## src/rtl/trap_pkg.sv

```systemverilog
package trap_pkg;

  typedef enum logic [2:0] {
    CLS_GENERAL   = 3'd0,
    CLS_INTERRUPT = 3'd1,
    CLS_REFILL    = 3'd2,
    CLS_CACHEERR  = 3'd3,
    CLS_RESET     = 3'd4
  } trapClass_e;

  typedef enum logic [2:0] {
    TGT_NONE,
    TGT_BOOT,
    TGT_CACHE,
    TGT_OFF000,
    TGT_OFF180,
    TGT_OFF200,
    TGT_EPC,
    TGT_ERREPC
  } target_e;

  typedef struct packed {
    logic    fire;
    logic    saveEpc;
    logic    saveErrEpc;
    logic    loadCause;
    logic    setExl;
    logic    clrExl;
    logic    setErl;
    logic    clrErl;
    logic    swWrite;
    target_e target;
  } seqCtl_t;

endpackage

```

## src/rtl/trap_ctrl.sv

```systemverilog
module trap_ctrl
  import trap_pkg::*;
(
  input  logic       excReq,
  input  logic [2:0] excClass,
  input  logic       eretReq,
  input  logic       exlNow,
  input  logic       erlNow,
  input  logic       ivNow,
  output seqCtl_t    ctl
);

  trapClass_e cls;
  assign cls = trapClass_e'(excClass);

  always_comb begin
    ctl = '0;
    ctl.target = TGT_NONE;
    if (excReq) begin
      ctl.fire = 1'b1;
      case (cls)
        CLS_RESET: begin
          ctl.saveErrEpc = 1'b1;
          ctl.setErl     = 1'b1;
          ctl.target     = TGT_BOOT;
        end
        CLS_CACHEERR: begin
          ctl.saveErrEpc = 1'b1;
          ctl.setErl     = 1'b1;
          ctl.target     = TGT_CACHE;
        end
        default: begin
          ctl.saveEpc   = !exlNow;
          ctl.loadCause = 1'b1;
          ctl.setExl    = 1'b1;
          if (exlNow)                          ctl.target = TGT_OFF180;
          else if (cls == CLS_REFILL)          ctl.target = TGT_OFF000;
          else if (cls == CLS_INTERRUPT && ivNow) ctl.target = TGT_OFF200;
          else                                 ctl.target = TGT_OFF180;
        end
      endcase
    end else if (eretReq) begin
      if (erlNow) begin
        ctl.fire   = 1'b1;
        ctl.clrErl = 1'b1;
        ctl.target = TGT_ERREPC;
      end else if (exlNow) begin
        ctl.fire   = 1'b1;
        ctl.clrExl = 1'b1;
        ctl.target = TGT_EPC;
      end
    end
    ctl.swWrite = !ctl.fire;
  end

endmodule

```

## src/rtl/trap_dp.sv

```systemverilog
module trap_dp
  import trap_pkg::*;
#(
  parameter int          ADDR_W     = 32,
  parameter int          CODE_W     = 5,
  parameter int          COP_W      = 2,
  parameter int          PAGE_BITS  = 12,
  parameter logic [31:0] BOOT_VEC   = 32'hBFC0_0000,
  parameter logic [31:0] BEV_BASE   = 32'hBFC0_0200,
  parameter logic [31:0] CACHE_BOOT = 32'hBFC0_0300,
  parameter logic [31:0] BASE_RESET = 32'h8000_0000
) (
  input  logic                        clk,
  input  logic                        rstN,
  input  seqCtl_t                     ctl,
  input  logic [CODE_W-1:0]           excCode,
  input  logic                        inDelaySlot,
  input  logic [ADDR_W-1:0]           curPc,
  input  logic [COP_W-1:0]            copNum,
  input  logic                        statusWe,
  input  logic                        newBev,
  input  logic                        newErl,
  input  logic                        newExl,
  input  logic                        causeWe,
  input  logic                        newIv,
  input  logic                        baseWe,
  input  logic [ADDR_W-PAGE_BITS-1:0] baseWdata,
  output logic                        redirectValid,
  output logic [ADDR_W-1:0]           redirectPc,
  output logic [ADDR_W-1:0]           epc,
  output logic [ADDR_W-1:0]           errorEpc,
  output logic                        bev,
  output logic                        exl,
  output logic                        erl,
  output logic                        bd,
  output logic                        iv,
  output logic [COP_W-1:0]            ce,
  output logic [CODE_W-1:0]           code,
  output logic [ADDR_W-1:0]           vecBase
);

  localparam int HI_W = ADDR_W - PAGE_BITS;
  localparam logic [ADDR_W-1:0] INSN_BYTES = ADDR_W'(4);
  localparam logic [ADDR_W-1:0] OFF_GEN    = ADDR_W'(12'h180);
  localparam logic [ADDR_W-1:0] OFF_INT    = ADDR_W'(12'h200);

  logic [HI_W-1:0]   baseHi;
  logic [ADDR_W-1:0] restartPc, genBase, uncachedBase, targetPc;

  assign vecBase      = {baseHi, {PAGE_BITS{1'b0}}};
  assign restartPc    = inDelaySlot ? curPc - INSN_BYTES : curPc;
  assign genBase      = bev ? BEV_BASE[ADDR_W-1:0] : vecBase;
  assign uncachedBase = {vecBase[ADDR_W-1 -: 2], 1'b1, vecBase[ADDR_W-4:PAGE_BITS],
                         {PAGE_BITS{1'b0}}};

  always_comb begin
    case (ctl.target)
      TGT_BOOT:   targetPc = BOOT_VEC[ADDR_W-1:0];
      TGT_CACHE:  targetPc = bev ? CACHE_BOOT[ADDR_W-1:0] : uncachedBase;
      TGT_OFF000: targetPc = genBase;
      TGT_OFF180: targetPc = genBase + OFF_GEN;
      TGT_OFF200: targetPc = genBase + OFF_INT;
      TGT_EPC:    targetPc = epc;
      TGT_ERREPC: targetPc = errorEpc;
      default:    targetPc = '0;
    endcase
  end

  always_ff @(posedge clk) begin
    if (!rstN) begin
      redirectValid <= 1'b0;
      redirectPc    <= '0;
      epc           <= '0;
      errorEpc      <= '0;
      bev           <= 1'b1;
      exl           <= 1'b0;
      erl           <= 1'b0;
      bd            <= 1'b0;
      iv            <= 1'b0;
      ce            <= '0;
      code          <= '0;
      baseHi        <= BASE_RESET[ADDR_W-1:PAGE_BITS];
    end else begin
      redirectValid <= ctl.fire;
      if (ctl.fire) redirectPc <= targetPc;
      if (ctl.saveEpc) begin
        epc <= restartPc;
        bd  <= inDelaySlot;
      end
      if (ctl.saveErrEpc) errorEpc <= restartPc;
      if (ctl.loadCause) begin
        ce   <= copNum;
        code <= excCode;
      end
      if (ctl.setExl) exl <= 1'b1;
      if (ctl.clrExl) exl <= 1'b0;
      if (ctl.setErl) erl <= 1'b1;
      if (ctl.clrErl) erl <= 1'b0;
      if (ctl.swWrite) begin
        if (statusWe) begin
          bev <= newBev;
          erl <= newErl;
          exl <= newExl;
        end
        if (causeWe) iv <= newIv;
        if (baseWe && bev) baseHi <= baseWdata;
      end
    end
  end

endmodule

```

## src/rtl/trap_sequencer.sv

```systemverilog
module trap_sequencer
  import trap_pkg::*;
#(
  parameter int          ADDR_W    = 32,
  parameter int          CODE_W    = 5,
  parameter int          COP_W     = 2,
  parameter int          PAGE_BITS = 12,
  parameter logic [31:0] BOOT_VEC  = 32'hBFC0_0000
) (
  input  logic                        clk,
  input  logic                        rstN,
  input  logic                        excReq,
  input  logic [2:0]                  excClass,
  input  logic [CODE_W-1:0]           excCode,
  input  logic                        inDelaySlot,
  input  logic [ADDR_W-1:0]           curPc,
  input  logic [COP_W-1:0]            copNum,
  input  logic                        eretReq,
  input  logic                        statusWe,
  input  logic                        newBev,
  input  logic                        newErl,
  input  logic                        newExl,
  input  logic                        causeWe,
  input  logic                        newIv,
  input  logic                        baseWe,
  input  logic [ADDR_W-PAGE_BITS-1:0] baseWdata,
  output logic                        redirectValid,
  output logic [ADDR_W-1:0]           redirectPc,
  output logic [ADDR_W-1:0]           epc,
  output logic [ADDR_W-1:0]           errorEpc,
  output logic                        statusBev,
  output logic                        statusExl,
  output logic                        statusErl,
  output logic                        causeBd,
  output logic                        causeIv,
  output logic [COP_W-1:0]            causeCe,
  output logic [CODE_W-1:0]           causeExcCode,
  output logic [ADDR_W-1:0]           vecBase
);

  seqCtl_t ctl;

  trap_ctrl u_ctrl (
    .excReq   (excReq),
    .excClass (excClass),
    .eretReq  (eretReq),
    .exlNow   (statusExl),
    .erlNow   (statusErl),
    .ivNow    (causeIv),
    .ctl      (ctl)
  );

  trap_dp #(
    .ADDR_W    (ADDR_W),
    .CODE_W    (CODE_W),
    .COP_W     (COP_W),
    .PAGE_BITS (PAGE_BITS),
    .BOOT_VEC  (BOOT_VEC)
  ) u_dp (
    .clk           (clk),
    .rstN          (rstN),
    .ctl           (ctl),
    .excCode       (excCode),
    .inDelaySlot   (inDelaySlot),
    .curPc         (curPc),
    .copNum        (copNum),
    .statusWe      (statusWe),
    .newBev        (newBev),
    .newErl        (newErl),
    .newExl        (newExl),
    .causeWe       (causeWe),
    .newIv         (newIv),
    .baseWe        (baseWe),
    .baseWdata     (baseWdata),
    .redirectValid (redirectValid),
    .redirectPc    (redirectPc),
    .epc           (epc),
    .errorEpc      (errorEpc),
    .bev           (statusBev),
    .exl           (statusExl),
    .erl           (statusErl),
    .bd            (causeBd),
    .iv            (causeIv),
    .ce            (causeCe),
    .code          (causeExcCode),
    .vecBase       (vecBase)
  );

endmodule

```

## config.mk

```make
export PLATFORM = sky130hd
export DESIGN_NAME = trap_sequencer
export DESIGN_NICKNAME = d
export VERILOG_FILES = /design/src/rtl/trap_pkg.sv /design/src/rtl/trap_ctrl.sv /design/src/rtl/trap_dp.sv /design/src/rtl/trap_sequencer.sv
export SDC_FILE = /design/constraint.sdc
export NUM_CORES = 1
export LEC_CHECK = 0
export ABC_AREA = 1
export BUFFER_PORTS_ARGS = -buffer_cell sky130_fd_sc_hd__buf_2
export CAP_MARGIN = 20
export CORE_MARGIN = 10
export CORE_UTILIZATION = 25
export CTS_BUF_LIST = sky130_fd_sc_hd__clkbuf_4
export DETAILED_ROUTE_END_ITERATION = 12
export GPL_ROUTABILITY_DRIVEN = 1
export PLACE_DENSITY = 0.47
export REMOVE_ABC_BUFFERS = 1
export SYNTH_ARGS = -nofsm -noshare
export SYNTH_HDL_FRONTEND = slang
export SYNTH_SLANG_ARGS = --single-unit
```

## constraint.sdc

```tcl
create_clock -name clk -period 4.3 [get_ports clk]
set_input_delay 0.645 -clock clk [delete_from_list [all_inputs] [get_ports clk]]
set_output_delay 0.645 -clock clk [all_outputs]
set_load 0.01 [all_outputs]
```

==> impl_results.md, run 1 <==
* Vias at 6,269
* Ys flop type: dfxtp_1
* Max H-tree Level at 4
* Die Height at around 180 um
* Drt via density at ~4.4
* Final period utilization at a little over half
* Worst EP required at between 4 and 5 ns
* Routed wire length at roughly 24,000 um
* Met3 Routed Length at ~1800 um
* Register bit count reported by yosys at between 100 and 150
* Remaining routing DRC violations at 0
* Static Leak at between 4 and 5 nW
* Clk buf depth at 2
* Top layer in use: met5
* Sequential power share at a little under half
* Die W at ~180 um
* Syn Std Cell Area at just over 0.006 mm^2
* Cts hold-fix bufs at 0
* Unrepaired setup endpoints after global routing: no
* Final Skew at 0.0199 ns
* Pwr/cell area at 355 mW/mm^2
* Final hold violation count at 0
* Synth top area cells: dfxtp_1 (42%), nand2_1 (12%), inv_1 (7.5%)
* Fmax achieved at 0.433 GHz
* Largest net degree at the start of global routing at 67
* Met1 WL at about 11,000 um
* Hold path cells at 3
* Cell depth of the worst flop-to-flop path at 7
* Die area at ~0.032 mm^2
* Switching share of power at 31.2%
* Core Box Area at 0.0244 mm^2
* Peak supply drop at roughly 0.14 mV
* WHS Endpoint: u_dp.baseHi[19]
* Hold path start: baseWdata[19]
* RR Endpoint: u_dp.baseHi[0]
* CTS sink count at between 100 and 150
* Worst Hold Class: in2reg
* Distinct cells, synth at between 40 and 50
* Crit end category: flop
* First-pass GRT wire length at between 30,000 and 40,000 um
* Vias in the first global route at 6,258
* Comb pwr share at between 10% and 20%
* Slew headroom at between 30% and 40%
* Initial drt markers at between 300 and 400
* Crit start category: flop
* # Post-CTS Setup Buffers at 0
* GRT Overall Usage at 15.2%
* Setup TNS at 0 ns
* Worst-Margin Slew at around 0.9 ns
* Worst-Skew Late Latency at between 0.5 and 0.6 ns
* CTS tree: done
* Gate Count Post-Synth at 909
* Synth-to-Final Area Change at 25.9%
* Top-area cell type share of the netlist area at 41.5%
* DR pass1 iterations at 5
* Yosys Warn Count at 0
* Synth area leader: dfxtp_1
* Reg2reg start: u_dp.exl
* Routed length per instance at 16.8 um
* I/O pin count at 215
* RD Place Congestion at approximately 0.8
* R2R Setup Slk at roughly 2 ns
* Antenna Nets Post-Route at 0
* Int Pwr at roughly 1.9 mW
* PortBufs at 202
* Worst path arrival time at between 2 and 3 ns
* Initial Util at about 25%
* Rows at 57
* Outcome: completed
* Net load switching power at about 870 uW
* Post-synth EDFFs at 0
* Hpwl dp at roughly 18,000 um
* Antenna violations before repair at 5
* Met2 WL at 11,000 um
* TritonCTS buffer count at 17
* Crit path max fanout at 22
* Commonest non-fill, non-tap cell in the layout: buf_2
* Post-cts repair resize count at 0
* Most frequent cells in the layout: buf_2 (202), nand2_1 (197), dfxtp_1 (129), inv_1 (124), nor2_1 (108)
* Overall power at between 2 and 3 mW
* Clk slew on worst S/H paths at approximately 0.13 ns
* Crit Path Class: reg2reg
* Avg Inst Size Synth at a little under 7 um^2
* Gr ovfl total at 0
* Async S/R FF share, synth at 0%
* Max_cap viols at 0
* Register area share after synthesis at about two fifths
* Nets at about 1,200
* Pins Over Slew Limit at 0
* Clock power frac at 34.3%
* Layout cell share with drive strength beyond 1 at around a quarter
* Fill count at between 2,000 and 3,000
* Crit path time final at ~2.3 ns
* CTS Root Cell: clkbuf_4
* Final setup vio count at 0
-- critical path, stage by stage, from the launching register on --
cell and delay, ns:
dfxtp_1 0.44, o21a_1 0.24, nor2_4 0.51, nand3_1 0.13, buf_4 0.27, inv_2 0.37
nand2_1 0.11, a21oi_1 0.14
-- registers in the layout, summed over array words and instances (netlist names), 2 cells and up --
name and cells:
u_dp.baseHi 20, u_dp.ce 2, u_dp.errorEpc 32, u_dp.code 5
u_dp.epc 32, u_dp.redirectPc 32
-- stage by stage --
step / worst slack, ns / utilization [%] / hold WS [ns] / area, um^2 / cells
after floorplan: 0.755 / - / 0.487 / 6000 / 868
after global placement: 1.53 / 30.7 / 0.453 / 7500 / 1403
after detailed placement: 1.47 / 30.7 / 0.454 / 7500 / 1403
after CTS: 1.89 / 32.1 / 0.242 / 7820 / 1435
after global routing: 1.73 / 32.1 / 0.270 / 7830 / 1437
final: 1.99 / 32.1 / 0.305 / 7830 / 1439
-- cells by family (layout without fill, tap and decap cells) --
group | count (synthesis) | count (layout) | share of synthesized area [%]
compound gates | 182 | 182 | 15.7
fa+ha+maj | 1 | 1 | 0.201
simple gates | 392 | 392 | 27.6
xor+xnor | 20 | 20 | 2.82
other cells | 1 | 16 | 0.0603
buf+inv | 184 | 375 | 12.1
flops | 129 | 129 | 41.5
-- final cells by class --
| class | count | area (um^2) | area share, % |
|---|---|---|---|
| flip-flops and latches | 129 | 2580 | 33.0 |
| repair buffers | 211 | 1080 | 13.8 |
| diodes | 4 | 10.0 | 0.128 |
| well taps | 324 | 405 | 5.18 |
| clock buffers | 18 | 135 | 1.73 |
| inverters | 132 | 495 | 6.33 |
| clock inverters | 14 | 189 | 2.41 |
| multi-input cells | 607 | 2930 | 37.5 |
-- Yosys cell counts (4+ instances only) --
cell type	number
nor2_4	4
xor2_1	12
nor2_1	110
o211ai_1	4
a31oi_1	10
inv_1	124
dfxtp_1	129
nand2_1	197
o21ai_1	8
o22ai_1	8
inv_2	7
clkbuf_1	23
buf_4	12
nand4_1	18
xnor2_1	8
buf_2	13
o21ai_0	73
nand3_1	43
a21oi_1	71
nand2_2	4
-- layer usage --
metal	vias to the layer above	track usage, %
li1	3279	-
met5	-	0
met3	12	5.44
met4	2	3.54
met1	2821	18.9
met2	155	24.5
-- how the worst max path moves through the flow --
stage	start	end	slack [ns]	cells past startpoint
CTS	u_dp.exl	u_dp.baseHi[2]	1.89	7
floorplan	eretReq	u_dp.baseHi[0]	0.75	6
global route	excClass[1]	u_dp.epc[11]	1.73	11
global placement	excClass[1]	u_dp.epc[3]	1.53	10
finish	u_dp.exl	u_dp.baseHi[0]	1.99	7
detailed placement	excClass[1]	u_dp.epc[3]	1.47	10
-- power groups by stage --
stage / registers [mW] / clock network [mW] / logic (mW)
2_1_floorplan: 1.39 / 0 / 0.221
3_3_place_gp: 1.36 / 0 / 0.503
3_5_place_dp: 1.36 / 0 / 0.504
4_1_cts: 1.33 / 0.995 / 0.506
5_1_grt: 1.34 / 1.04 / 0.561
6_report: 1.33 / 0.952 / 0.494
Note: power is estimated with default switching activity, not from simulation.
==> inputs of run 2 (changes only) <==
--- a/config.mk
+++ b/config.mk
@@ -5,7 +5,7 @@
 export SDC_FILE = /design/constraint.sdc
 export NUM_CORES = 1
 export LEC_CHECK = 0
-export ABC_AREA = 1
+export ABC_AREA = 0
 export BUFFER_PORTS_ARGS = -buffer_cell sky130_fd_sc_hd__buf_2
 export CAP_MARGIN = 20
 export CORE_MARGIN = 10
@@ -13,7 +13,7 @@
 export CTS_BUF_LIST = sky130_fd_sc_hd__clkbuf_4
 export DETAILED_ROUTE_END_ITERATION = 12
 export GPL_ROUTABILITY_DRIVEN = 1
-export PLACE_DENSITY = 0.47
+export PLACE_DENSITY = 0.49
 export REMOVE_ABC_BUFFERS = 1
 export SYNTH_ARGS = -nofsm -noshare
 export SYNTH_HDL_FRONTEND = slang
==> constraint.sdc (replaced) <==
create_clock -name clk -period 2 [get_ports clk]
set_input_delay 0.3 -clock clk [delete_from_list [all_inputs] [get_ports clk]]
set_output_delay 0.3 -clock clk [all_outputs]
set_load 0.01 [all_outputs]
==> impl_results.md, run 2 <==
* Initial drt markers at 400 (+31%)
* Largest net degree at the start of global routing at 52 (-22%)
* Gate Count Post-Synth at 647 (-29%)
* Synth area leader: dfxtp_1
* Crit Path Class: reg2reg
* GRT Overall Usage at 14.8% (-0.41 points)
* Dpl cells at 1,122 (-20%)
* Fill count at 2,347 (-16%)
* Area occupied by multi-input gates at 0.00267 mm^2 (-9.1%)
* Synth-to-Final Area Change at 38.5%
* Register area share after synthesis at 47.0% (+5.4 points)
* Largest stage delay, worst path at 0.55 ns (+0.04 ns)
* Worst Hold Class: in2reg
* Crit end category: flop
* Yosys Warn Count at 0 (unchanged)
* CP top delay family: buffers and inverters
* Worst-Margin Slew at 0.776 ns (-0.130 ns)
* Initial Util at 25.3% (-0.22 points)
* Slew headroom at 47.9% (+8.5 points)
* Distinct cells, synth at 51 (+24%)
* Outcome: completed
* Rows at 54 (-5.3%)
* # Post-CTS Setup Buffers at 0 (unchanged)
* Drt via density at 4.75 (+9.1%)
* I/O pin count at 215 (unchanged)
* Register bit count reported by yosys at 129 (unchanged)
* Commonest non-fill, non-tap cell in the layout: buf_2
* Hold path start: newErl
* Most frequent cells in the layout: buf_2 (202), dfxtp_1 (129), a21oi_1 (93), nand2_1 (88), o21ai_0 (55)
* Gr ovfl total at 0 (unchanged)
* Setup WS post-layout at 0.135 ns (-1.86 ns)
* Hpwl dp at 15,800 um (-12%)
* Clk slew on worst S/H paths at 0.12 ns (about the same)
* Post-route insts no fill at 1,188 (-17%)
* Ys flop type: dfxtp_1
* CTS Root Cell: clkbuf_4
* Overall power at 5.55 mW (+100%)
* Antenna violations before repair at 3 (-2)
* Sequential cell area at 0.00258 mm^2 (unchanged)
* Pwr/cell area at 729 mW/mm^2 (+110%)
* Vias in the first global route at 5,439 (-13%)
* Nets at 969 (-17%)
* Top-area cell type share of the netlist area at 47.0% (+5.4 points)
* Static Leak at 3.25 nW (-20%)
* Core Box Area at 0.0218 mm^2 (-11%)
* Final period utilization at 93.2% (+40 points)
* Vias at 5,647 (-9.9%)
* Layout cell share with drive strength beyond 1 at 32.8% (+8.4 points)
* DR pass1 iterations at 6 (+1)
* Pins Over Slew Limit at 0 (unchanged)
* Avg Inst Size Synth at 8.50 um^2 (+24%)
* Final hold violation count at 0 (unchanged)
* Worst-Skew Late Latency at 0.53 ns (about the same)
* Placed Area at 0.00703 mm^2 (-6.2%)
* First-pass GRT wire length at 33,300 um (-9.7%)
* Crit path max fanout at 23 (+4.5%)
* Max_cap viols at 0 (unchanged)
* Reg2reg start: u_dp.erl
* Synth top area cells: dfxtp_1 (47%), a21oi_1 (8.5%), nand2_1 (6.0%)
* Hold path cells at 3 (unchanged)
* Final setup vio count at 0 (unchanged)
* Setup slack after placement at -0.0446 ns (-1.52 ns)
* Antenna Nets Post-Route at 0 (unchanged)
* Die W at 168 um (-5.3%)
* Worst path arrival time at 2.34 ns (-0.42 ns)
* Clk buf depth at 2 (unchanged)
* Crit start category: flop
* PortBufs at 202 (unchanged)
* Crit path time final at 1.86 ns (-0.443 ns)
* Die area at 0.0283 mm^2 (-10%)
* RD Place Congestion at 0.786 (-2.0%)
* Post-synth EDFFs at 0 (unchanged)
* Syn Std Cell Area at 0.00550 mm^2 (-12%)
* Routed length per instance at 18.2 um (+8.2%)
* Top Registers: u_dp.epc (32), u_dp.errorEpc (32), u_dp.redirectPc (32)
* Most common cell in the netlist: dfxtp_1
* Remaining routing DRC violations at 0 (unchanged)
* Top cell by count, worst path: nand3_1
* Async S/R FF share, synth at 0% (unchanged)
* Unrepaired setup endpoints after global routing: no
* Final instance area at 0.00761 mm^2 (-2.8%)
* Commonest cells post-synth: dfxtp_1 (129), a21oi_1 (93), nand2_1 (88), o21ai_0 (55), nor2_1 (49)
* Cell depth of the worst flop-to-flop path at 6 (-1)
* Final Skew at 0.0273 ns (+0.00745 ns)
* CP bufs+invs at 2 (unchanged)
* RR Endpoint: u_dp.bev
* CTS tree: done
* Worst EP required at 2.48 ns (-2.28 ns)
* CTS sink count at 129 (unchanged)
* Peak supply drop at 0.269 mV (+86%)
* Max H-tree Level at 4 (unchanged)
* Routed wire length at 21,600 um (-11%)
* Die Height at 168 um (-5.3%)
* TritonCTS buffer count at 17 (unchanged)
* Fmax achieved at 0.536 GHz (+24%)
* CP Cell Sequence: o21ai_0 > and2_4 > buf_12 > nand3_1 > dlygate4sd3_1 > nand3_1
* WHS Endpoint: u_dp.erl
* CP max stage cell: dlygate4sd3_1
* R2R Setup Slk at 0.14 ns (-1.86 ns)
-- run 2: cell count changes in the layout (fill, tap and decap cells not counted), sizes merged, moves of 22 or more --
cell / before / now
o21ai: 81 / 56
nor2: 119 / 50
nand2: 201 / 88
dlygate4sd3: 0 / 33
a21oi: 71 / 93
buf: 211 / 246
a222oi: 0 / 27
inv: 132 / 5
nand3: 45 / 13
-- run 2: repair_timing --
| item | in CTS | in global routing |
|---|---|---|
| hold buffers | 33 | 0 |
| hold endpoints to repair | 33 | 0 |
| setup endpoints to repair | 0 | 1 |
| resized for setup | 0 | 1 |
-- run 2: how the worst max path moves through the flow --
stage,start,to,depth (start not counted)
4_1_cts,u_dp.erl,u_dp.bev,6
6_report,u_dp.erl,u_dp.bev,6
2_1_floorplan,u_dp.exl,u_dp.epc[3],4
5_1_grt,u_dp.exl,u_dp.bev,6
3_3_place_gp,curPc[16],u_dp.errorEpc[22],7
3_5_place_dp,curPc[16],u_dp.errorEpc[20],7
-- run 2: report_power, final --
group | leakage, nW | internal (mW) | switching (mW) | total, mW
sequential | 1.06 | 2.73 | 0.125 | 2.86
clock | 0.126 | 0.639 | 1.01 | 1.65
combinational | 2.07 | 0.447 | 0.598 | 1.04
total | 3.25 | 3.82 | 1.73 | 5.55
-- run 2: kinds of logic after synthesis --
family | synth area share [%]
DFF | 47.0
AOI/OAI and AO/OA | 23.4
muxes | 0.387
and+or+nand+nor | 18.7
buffers and inverters | 5.64
adders and majority gates | 0.228
xor gates and xnor gates | 4.62
other | 0.0682
-- run 2: stage by stage --
step                util [%]  hold slack, ns  TNS (ns)
finish                  35.0          0.0973         0
global placement        32.3           0.439    -0.147
floorplan                  -           0.372    -72.96
detailed placement      32.3           0.444    -0.258
global route            35.0          0.0318         0
CTS                     35.0          0.0241         0
-- run 2: final cells by class --
cell class / count / share of cell area (%)
sequential: 129 / 33.9
multi-input combinational: 462 / 35.0
antenna: 2 / 0.0657
timing repair buffer: 279 / 22.9
tap: 280 / 4.60
clock inverter: 11 / 1.20
inverter: 5 / 0.263
clock buffer: 20 / 1.97
-- run 2: layer usage --
| metal | vias up | track usage (%) | part of all wire (%) |
|---|---|---|---|
| met2 | 170 | 24.1 | 48 |
| met5 | - | 0 | 0.032 |
| li1 | 2814 | - | - |
| met3 | 12 | 4.10 | 6.1 |
| met1 | 2649 | 18.6 | 45 |
| met4 | 2 | 4.13 | 0.85 |
-- run 2: tightest hold or removal path: cells and delay by family --
| kind | cells | cell delay [ns] |
|---|---|---|
| AO/OA/AOI/OAI | 2 | 0.19 |
| buffers and inverters | 1 | 0.08 |
==> inputs of run 3 (changes only) <==
--- a/config.mk
+++ b/config.mk
@@ -14,6 +14,7 @@
 export DETAILED_ROUTE_END_ITERATION = 12
 export GPL_ROUTABILITY_DRIVEN = 1
 export PLACE_DENSITY = 0.49
+export RECOVER_POWER = 25
 export REMOVE_ABC_BUFFERS = 1
 export SYNTH_ARGS = -nofsm -noshare
 export SYNTH_HDL_FRONTEND = slang
==> impl_results.md, run 3 (synthesis results as in run 2) <==
* Met1 Usage GRT at 18.6% (unchanged)
* Vias in the first global route at 5,439 (unchanged)
* Die Height at 168 um (unchanged)
* Outcome: completed
* Routed wire length at 21,600 um (-0.14%)
* Met2 Track Usage GR at 24.1% (unchanged)
* Rows at 54 (unchanged)
* Remaining routing DRC violations at 0 (unchanged)
* Dpl cells at 1,122 (unchanged)
* Max_cap viols at 0 (unchanged)
* Initial drt markers at 396 (-1.0%)
* Pwr/cell area at 732 mW/mm^2 (+0.43%)
* CTS tree: done
* Clk slew on worst S/H paths at 0.12 ns (about the same)
* Crit start category: flop
* RD Place Congestion at 0.786 (unchanged)
* Post-route insts no fill at 1,188 (unchanged)
* Core Box Area at 0.0218 mm^2 (unchanged)
* Worst Hold Class: in2reg
* Fmax achieved at 0.539 GHz (+0.57%)
* Top Registers: u_dp.epc (32), u_dp.errorEpc (32), u_dp.redirectPc (32)
* Final setup vio count at 0 (unchanged)
* Antenna violations before repair at 3 (unchanged)
* Worst path arrival time at 2.33 ns (about the same)
* Met3 GRT Util at 4.10% (unchanged)
* GRT Overall Usage at 14.8% (unchanged)
* Setup slack after placement at -0.0446 ns (unchanged)
* Final period utilization at 92.7% (-0.53 points)
* Routed length per instance at 18.2 um (-0.14%)
* PortBufs at 202 (unchanged)
* CTS Root Cell: clkbuf_4
* Worst-Skew Late Latency at 0.53 ns (about the same)
* Commonest non-fill, non-tap cell in the layout: buf_2
* Largest net degree at the start of global routing at 52 (unchanged)
* Clk buf depth at 2 (unchanged)
* CTS sink count at 129 (unchanged)
* Static Leak at 3.10 nW (-4.6%)
* Hpwl dp at 15,800 um (unchanged)
* Final hold violation count at 0 (unchanged)
* Unrepaired setup endpoints after global routing: no
* Layout cell share with drive strength beyond 1 at 28.6% (-4.2 points)
* Worst EP required at 2.47 ns (about the same)
* Peak supply drop at 0.268 mV (-0.23%)
* Final Skew at 0.0221 ns (-0.00517 ns)
* Die area at 0.0283 mm^2 (unchanged)
* Worst-Margin Slew at 0.772 ns (-0.00368 ns)
* Initial Util at 25.3% (unchanged)
* Gr ovfl total at 0 (unchanged)
* Busiest grt layer: met2
* Pins Over Slew Limit at 0 (unchanged)
* Vias at 5,615 (-0.57%)
* TritonCTS buffer count at 17 (unchanged)
* Synth-to-Final Area Change at 37.2%
* DR pass1 iterations at 5 (-1)
* Crit path time final at 1.85 ns (-0.0105 ns)
* Die W at 168 um (unchanged)
* Crit end category: flop
* I/O pin count at 215 (unchanged)
* Most frequent cells in the layout: buf_2 (166), dfxtp_1 (129), a21oi_1 (93), nand2_1 (88), o21ai_0 (55)
* Crit Path Class: reg2reg
* Setup WS post-layout at 0.146 ns (+0.0105 ns)
* Drt via density at 4.73 (-0.57%)
* Max H-tree Level at 4 (unchanged)
* Slew headroom at 48.2% (+0.25 points)
* First-pass GRT wire length at 33,300 um (unchanged)
* Antenna Nets Post-Route at 0 (unchanged)
* Crit path max fanout at 23 (unchanged)
* # Post-CTS Setup Buffers at 0 (unchanged)
* Nets at 969 (unchanged)
==> run 3: changes by cell type in the layout (fill, tap and decap cells not counted) <==
cell,change
buf_4,-2
buf_2,-36
nor3b_1,+1
nor3b_2,-1
clkbuf_2,+2
clkbuf_1,+37
buf_12,-1
==> run 3: what timing repair did <==
| action | CTS | global route |
|---|---|---|
| setup endpoints to repair | 0 | 1 |
| gates resized for setup | 0 | 1 |
| hold endpoints to repair | 33 | 0 |
| hold buffers | 33 | 0 |
==> run 3: path summary, 6_finish.rpt <==
kind	start	endpoint	slack, ns	cells past startpoint
max	u_dp.erl	u_dp.bev	0.15	6
min	newErl	u_dp.erl	0.1	3
max reg2reg	u_dp.erl	u_dp.bev	0.15	6
min reg2reg	u_dp.code[1]	u_dp.code[1]	0.46	2
==> run 3: through the flow <==
stage / setup TNS, ns / area, um^2 / power (mW) / utilization, % / hold WS, ns
after floorplan: -72.96 / 5250 / 3.35 / - / 0.372
after global placement: -0.147 / 7030 / 3.92 / 32.3 / 0.439
after detailed placement: -0.258 / 7030 / 3.92 / 32.3 / 0.444
after CTS: 0 / 7610 / 5.65 / 35.0 / 0.0241
after global routing: 0 / 7540 / 5.86 / 34.7 / 0.0318
final: 0 / 7540 / 5.52 / 34.7 / 0.0966
==> run 3: critical path, stage by stage, from the launching register on <==
cell,delay (ns)
dfxtp_1,0.32
o21ai_0,0.28
and2_4,0.30
buf_12,0.20
nand3_1,0.08
dlygate4sd3_1,0.56
nand3_1,0.08
==> run 3: report_power, final <==
group	internal (mW)	leakage (nW)	switching (mW)	total, mW
Clock	0.639	0.126	0.996	1.64
Sequential	2.73	1.06	0.126	2.86
Combinational	0.432	1.92	0.597	1.03
Total	3.80	3.10	1.72	5.52
==> run 3: layout make-up <==
cell class,count,area (um^2)
Clock buffer,20,150
Sequential cell,129,2580
Tap cell,280,350
Multi-Input combinational cell,462,2660
Antenna cell,2,5.00
Fill cell,2367,14200
Timing Repair Buffer,279,1680
Inverter,5,20.0
Clock inverter,11,91.3
==> run 3: metal layers <==
metal | routed length [um] | share of wire [%] | vias to the layer above
met2 | 10300 | 47 | 165
met1 | 9840 | 46 | 2621
met3 | 1330 | 6.1 | 10
met4 | 176 | 0.81 | 2
li1 | - | - | 2817
met5 | 7 | 0.032 | -
